**src/rtl/rxq_pkg.sv**
```systemverilog
package rxq_pkg;

  // Strobes from control to storage
  typedef struct packed {
    logic push;
    logic pop;
    logic flush;
  } rxqStrobe_t;

  // Full levels indexed by the 2-bit selector
  localparam int unsigned TRIG_LEVELS [4] = '{1, 4, 8, 14};

endpackage

```
**src/rtl/rxq_store.sv**
```systemverilog
module rxq_store
  import rxq_pkg::*;
#(
  parameter int DATA_W = 8,
  parameter int DEPTH  = 16,
  localparam int PTR_W = $clog2(DEPTH),
  localparam int CNT_W = $clog2(DEPTH + 1)
) (
  input  logic              clk,
  input  logic              rstN,
  input  rxqStrobe_t        strobe,
  input  logic [DATA_W-1:0] wrData,
  output logic [DATA_W-1:0] rdData,
  output logic [CNT_W-1:0]  count
);

  logic [DATA_W-1:0] mem [DEPTH];
  logic [PTR_W-1:0]  wrPtr;
  logic [PTR_W-1:0]  rdPtr;

  function automatic logic [PTR_W-1:0] bump(input logic [PTR_W-1:0] p);
    return (p == PTR_W'(DEPTH - 1)) ? '0 : p + 1'b1;
  endfunction

  always_ff @(posedge clk) begin
    if (strobe.push && !strobe.flush) mem[wrPtr] <= wrData;
  end

  always_ff @(posedge clk or negedge rstN) begin
    if (!rstN) begin
      wrPtr <= '0;
      rdPtr <= '0;
      count <= '0;
    end else if (strobe.flush) begin
      wrPtr <= '0;
      rdPtr <= '0;
      count <= '0;
    end else begin
      if (strobe.push) wrPtr <= bump(wrPtr);
      if (strobe.pop)  rdPtr <= bump(rdPtr);
      count <= count + CNT_W'(strobe.push) - CNT_W'(strobe.pop);
    end
  end

  assign rdData = mem[rdPtr];

  // never written past capacity unless a slot is freed in the same cycle
  p_no_overflow_r4: assert property (@(posedge clk) disable iff (!rstN)
    strobe.push |-> (count < CNT_W'(DEPTH) || strobe.pop));

  // a pop is only issued when something is stored
  p_pop_nonempty_r12: assert property (@(posedge clk) disable iff (!rstN)
    strobe.pop |-> (count != '0));

  // push with pop keeps the count
  p_pushpop_hold_r3: assert property (@(posedge clk) disable iff (!rstN)
    (strobe.push && strobe.pop && !strobe.flush) |=> $stable(count));

endmodule

```
**src/rtl/rxq_ctrl.sv**
```systemverilog
module rxq_ctrl
  import rxq_pkg::*;
#(
  parameter int DEPTH  = 16,
  localparam int CNT_W = $clog2(DEPTH + 1)
) (
  input  logic             clk,
  input  logic             rstN,
  input  logic             frameTick,
  input  logic             rxValid,
  input  logic             rxEn,
  input  logic             popReq,
  input  logic [1:0]       trigSel,
  input  logic             fifoReset,
  input  logic             flagClr,
  input  logic             ovrClr,
  input  logic             rxIrqEn,
  input  logic             errIrqEn,
  input  logic [CNT_W-1:0] count,
  output rxqStrobe_t       strobe,
  output logic             flagRdf,
  output logic             flagDr,
  output logic             overrun,
  output logic             rxIrq,
  output logic             errIrq
);

  logic [CNT_W-1:0] trigLevel;
  logic isEmpty;
  logic isFull;
  logic arriveNow;
  logic arrivedPrev;
  logic popOk;
  logic pushOk;
  logic dropNow;
  logic drSet;
  logic rdfSet;

  always_comb begin
    trigLevel = CNT_W'(TRIG_LEVELS[trigSel]);
    isEmpty   = (count == '0);
    isFull    = (count == CNT_W'(DEPTH));
    arriveNow = frameTick && rxValid && rxEn && !overrun;
    popOk     = popReq && !isEmpty && !fifoReset;
    pushOk    = arriveNow && (!isFull || popOk) && !fifoReset;
    dropNow   = arriveNow && isFull && !popOk && !fifoReset;
    drSet     = frameTick && !arriveNow && !arrivedPrev && !isEmpty &&
                (count < trigLevel);
    rdfSet    = (count >= trigLevel);
    strobe.push  = pushOk;
    strobe.pop   = popOk;
    strobe.flush = fifoReset;
  end

  always_ff @(posedge clk or negedge rstN) begin
    if (!rstN) arrivedPrev <= 1'b0;
    else if (frameTick) arrivedPrev <= arriveNow;
  end

  always_ff @(posedge clk or negedge rstN) begin
    if (!rstN)            flagRdf <= 1'b0;
    else if (fifoReset)   flagRdf <= 1'b0;
    else if (rdfSet)      flagRdf <= 1'b1;
    else if (flagClr)     flagRdf <= 1'b0;
  end

  always_ff @(posedge clk or negedge rstN) begin
    if (!rstN)            flagDr <= 1'b0;
    else if (fifoReset)   flagDr <= 1'b0;
    else if (drSet)       flagDr <= 1'b1;
    else if (flagClr)     flagDr <= 1'b0;
  end

  always_ff @(posedge clk or negedge rstN) begin
    if (!rstN)            overrun <= 1'b0;
    else if (dropNow)     overrun <= 1'b1;
    else if (ovrClr)      overrun <= 1'b0;
  end

  always_ff @(posedge clk or negedge rstN) begin
    if (!rstN)        rxIrq <= 1'b0;
    else if (rxIrqEn) rxIrq <= flagDr || flagRdf;
  end

  always_ff @(posedge clk or negedge rstN) begin
    if (!rstN)                    errIrq <= 1'b0;
    else if (rxIrqEn || errIrqEn) errIrq <= overrun;
  end

  // no storage write while overrun is pending
  p_ovr_blocks_r5: assert property (@(posedge clk) disable iff (!rstN)
    overrun |-> !strobe.push);

  // a dropped byte leaves the queue full and overrun set
  p_drop_full_r4: assert property (@(posedge clk) disable iff (!rstN)
    dropNow |=> (count == CNT_W'(DEPTH) && overrun));

  // flush empties and clears both receive flags
  p_flush_r11: assert property (@(posedge clk) disable iff (!rstN)
    fifoReset |=> (count == '0 && !flagDr && !flagRdf));

  // an arrival tick never raises the ready flag at its edge
  p_dr_gap_r8: assert property (@(posedge clk) disable iff (!rstN)
    arriveNow |=> !$rose(flagDr));

  // receive interrupt frozen while disabled
  p_rxirq_hold_r9: assert property (@(posedge clk) disable iff (!rstN)
    !rxIrqEn |=> $stable(rxIrq));

  // error interrupt mirrors overrun while enabled
  p_errirq_r10: assert property (@(posedge clk) disable iff (!rstN)
    (rxIrqEn || errIrqEn) |=> (errIrq == $past(overrun)));

endmodule

```
**src/rtl/rx_trig_fifo.sv**
```systemverilog
module rx_trig_fifo
  import rxq_pkg::*;
#(
  parameter int DATA_W = 8,
  parameter int DEPTH  = 16,
  localparam int CNT_W = $clog2(DEPTH + 1)
) (
  input  logic              clk,
  input  logic              rstN,
  input  logic              frameTick,
  input  logic              rxValid,
  input  logic [DATA_W-1:0] rxByte,
  input  logic              rxEn,
  input  logic              popReq,
  output logic [DATA_W-1:0] popData,
  input  logic [1:0]        trigSel,
  input  logic              fifoReset,
  input  logic              flagClr,
  input  logic              ovrClr,
  input  logic              rxIrqEn,
  input  logic              errIrqEn,
  output logic [CNT_W-1:0]  count,
  output logic              flagRdf,
  output logic              flagDr,
  output logic              overrun,
  output logic              rxIrq,
  output logic              errIrq
);

  rxqStrobe_t strobe;

  rxq_ctrl #(.DEPTH(DEPTH)) uCtrl (
    .clk(clk), .rstN(rstN), .frameTick(frameTick), .rxValid(rxValid),
    .rxEn(rxEn), .popReq(popReq), .trigSel(trigSel), .fifoReset(fifoReset),
    .flagClr(flagClr), .ovrClr(ovrClr), .rxIrqEn(rxIrqEn),
    .errIrqEn(errIrqEn), .count(count), .strobe(strobe),
    .flagRdf(flagRdf), .flagDr(flagDr), .overrun(overrun),
    .rxIrq(rxIrq), .errIrq(errIrq)
  );

  rxq_store #(.DATA_W(DATA_W), .DEPTH(DEPTH)) uStore (
    .clk(clk), .rstN(rstN), .strobe(strobe), .wrData(rxByte),
    .rdData(popData), .count(count)
  );

endmodule

```
**config.mk**
```make
export PLATFORM = sky130hd
export DESIGN_NAME = rx_trig_fifo
export DESIGN_NICKNAME = d
export VERILOG_FILES = /design/src/rtl/rxq_pkg.sv /design/src/rtl/rxq_store.sv /design/src/rtl/rxq_ctrl.sv /design/src/rtl/rx_trig_fifo.sv
export SDC_FILE = /design/constraint.sdc
export NUM_CORES = 1
export LEC_CHECK = 0
export ABC_AREA = 1
export BUFFER_PORTS_ARGS = -buffer_cell sky130_fd_sc_hd__buf_2
export CAP_MARGIN = 10
export CORE_MARGIN = 1.5
export CORE_UTILIZATION = 60
export DETAILED_ROUTE_END_ITERATION = 12
export HOLD_SLACK_MARGIN = 0.05
export PLACE_DENSITY = 0.79
export RECOVER_POWER = 50
export SLEW_MARGIN = 20
export SYNTH_ARGS = -nofsm -noshare
export SYNTH_HDL_FRONTEND = slang
export SYNTH_SLANG_ARGS = --single-unit
```
**constraint.sdc**
```tcl
create_clock -name clk -period 2.88 [get_ports clk]
set_input_delay 0.72 -clock clk [delete_from_list [all_inputs] [get_ports clk]]
set_output_delay 0.72 -clock clk [all_outputs]
set_load 0.01 [all_outputs]
```
==> results.ini <==
[outcome]
status = complete, no violations

[pwr]
p_sw_share_pct = 29.77
p_int_mw = 4.348
vdd_ir_drop_max_mv = 0.5009
p_leak_nw = 3.146
comb_power_share_pct = 21.6
p_sw_mw = 1.843
clock_power_share_pct = 38.5
p_seq_share_pct = 39.9
p_total_mw = 6.191
p_per_area_nw_per_um2 = 811.6

[cells_and_area]
syn_to_final_growth_pct = 17.87
nets = 709
drive_above_1_share_pct = 15.62
stdcell_area_sq_um = 7627
fillers = 681
final_cells = 821
diodes = 0

[clock_tree]
clkTransAtPathRegs_ps = 70
cts_buffers = 17
cts_tree = done
cts_setup_buffers = 0
clk-insertion-delay-late_ps = 520
h-tree-depth = 4
clockBufferDepth = 2
root_buffer = clkbuf_8
cts.sinks = 147
postCtsHoldBufs = 0

[floorplanning]
fp.dieH_um = 106.9
die_w_um = 106.9
io_pins = 39
num_rows = 37
dieArea_sq_um = 11420
core_sq_um = 10420
start_util_pct = 62.13

[place]
dpl.hpwl_um = 9329
gp_congestion = 0.8635
dp.cells = 788
port_buffers = 38
place_area_sq_um = 6924

[critical_path]
crit_type = flop to primary output
required_ps = 2160
crit_arrival_ps = 2090
path_max_fanout = 41
end_kind = primary output
crit_path_start_kind = flop

[timing]
relSlewSlack_pct = 26.44
whs_ps = 383.2
hold_violations = 0
rsz0062_at_grt = true
max_clock_freq_ghz = 0.3553
period_share_pct = 97.71
slew_violations = 0
tightest_slew_ps = 1103
finalSetupTns_ps = 0
fin_skew_ps = 10.21
finalSetupViolations = 0
fin_crit_ps = 2814

[logic_synthesis]
synthSimpleGateAreaFrac_pct = 18.35
ys.flop_type = edfxtp_1
ys_types = 25
synthArstFlopShare_pct = 12.93
synth_most_common_cell = nand2_1
synthMuxAreaShare_pct = 0
synth_cells = 612
synthTopCellsByArea = edfxtp_1, nand2_1, dfrtp_1
synth_xor_xnor_area_share_pct = 0.4060
synth_top_family_by_area = simple AND/OR/NAND/NOR gates
synth_seq_area_share_pct = 66.74
synth_compound_area_share_pct = 5.897
synth_top_area_share_pct = 59.40
avgSynthCellArea_sq_um = 10.57
synth-seq-cells = 147
synth_warnings = 0
synthTopCellsByCount = nand2_1, edfxtp_1, nor2_1, inv_1, nand3_1
synth_edf_count = 128
synthAdderAreaFrac_pct = 3.210
synth_area_sq_um = 6471
yosysTopAreaCell = edfxtp_1
syn_nets = 649

[grt]
grt_use_total_pct = 27.68
grt_overflow = 0
grt_max_degree = 83
grt_pass1_vias = 4690
antenna_found_initial = 0
grt_pass1_wl_um = 23360

[routing]
drc = 0
ant_nets = 0
first_pass_iters = 5
dr_total_vias = 4686
viasPerCell = 5.708
finalWirelength_um = 15130
drt-initial-drc-count = 562
routedWlPerCell_um = 18.43

[worst_hold_path]
min_path_type = primary input to asynchronous set/reset pin

[flow_run]
maxCapViolCount = 0

==> flip-flops by register name (all words and copies together), names as in the netlist <==
| signal | flops |
|---|---|
| uStore.rdPtr | 4 |
| uStore.mem | 128 |
| uCtrl.overrun | 1 |
| uCtrl.arrivedPrev | 1 |
| uCtrl.flagRdf | 1 |
| uStore.wrPtr | 4 |
| uStore.count | 5 |
| uCtrl.errIrq | 1 |
| uCtrl.flagDr | 1 |
| uCtrl.rxIrq | 1 |
==> worst paths after layout <==
kind | startpoint | endpoint | slack [ps] | depth (start not counted)
setup reg to reg | uStore.count[3] | uStore.count[4] | 190 | 18
hold / removal | rstN | uStore.count[4] | 380 | 1
hold reg to reg | uCtrl.errIrq | uCtrl.errIrq | 490 | 2
min in group clk | ovrClr | uCtrl.overrun | 390 | 2
setup / recovery | uStore.rdPtr[0] | popData[2] | 70 | 8
max in group asynchronous | rstN | uStore.rdPtr[1] | 1750 | 1
==> layer usage <==
metal | global-route usage, % | vias to the layer above | routed length [um]
met2 | 48.81 | 230 | 7851
met4 | 9.333 | 0 | 351
li1 | - | 2190 | -
met5 | 0 | - | 0
met3 | 4.985 | 34 | 1119
met1 | 34.59 | 2232 | 5806
==> placed cells by master, fill, tap and decap left out, types with 5 or more instances in the layout <==
master     count
buf_2         29
clkbuf_1       9
ha_1          15
nand3_1       51
nor2_1        73
o211ai_1       7
nand4_1        8
clkbuf_16     17
nand2_1      148
dfrtp_1       17
a21oi_1       29
inv_6          5
inv_1         53
bufinv_16      5
buf_4         25
inv_2          6
edfxtp_1     128
o21ai_1       20
o21ai_0       11
==> timing repair <==
item	in CTS	in global routing
cloned	0	1
gates resized for setup	2	14
endpoints found under the hold margin	0	0
endpoints found under the setup margin	8	8
==> cell families after synthesis <==
kind of cell,after synthesis
AO/OA/AOI/OAI,71
AND/OR/NAND/NOR,289
adder cells (fa/ha/maj),16
flip-flops,147
buffers and inverters,86
XOR/XNOR,3
==> through the flow <==
step | utilization [%] | worst slack [ps]
2_1_floorplan | - | 362.2
3_3_place_gp | 66.47 | 270.9
3_5_place_dp | 66.47 | 134.8
4_1_cts | 72.66 | 14.96
5_1_grt | 73.23 | -36.31
6_report | 73.23 | 65.82
==> power groups by stage <==
stage	combinational (mW)	clock, mW	sequential (mW)
final	1.34	2.39	2.47
after global routing	1.49	2.48	2.47
after CTS	1.27	2.39	2.45
after detailed placement	1.24	0	2.49
after global placement	1.21	0	2.48
after floorplan	0.844	0	2.48
==> final cells by class <==
| cell class | count | area, sq um | share of cell area [%] |
|---|---|---|---|
| inverters | 62 | 247.7 | 3.248 |
| clock buffers | 17 | 414.1 | 5.430 |
| well taps | 136 | 170.2 | 2.231 |
| flip-flops and latches | 147 | 4322 | 56.66 |
| repair buffers | 65 | 419.2 | 5.495 |
| multi-input cells | 379 | 1828 | 23.97 |
| clock inverters | 15 | 226.5 | 2.969 |
==> critical path: stages (launching register included) <==
cell,delay [ps]
dfrtp_2,530
buf_16,250
nand2_1,70
nand3_1,80
nand2_1,70
a21oi_1,210
nand2_1,70
nand2_1,120
buf_2,150
No activity file was read; power rests on OpenSTA's default activity.
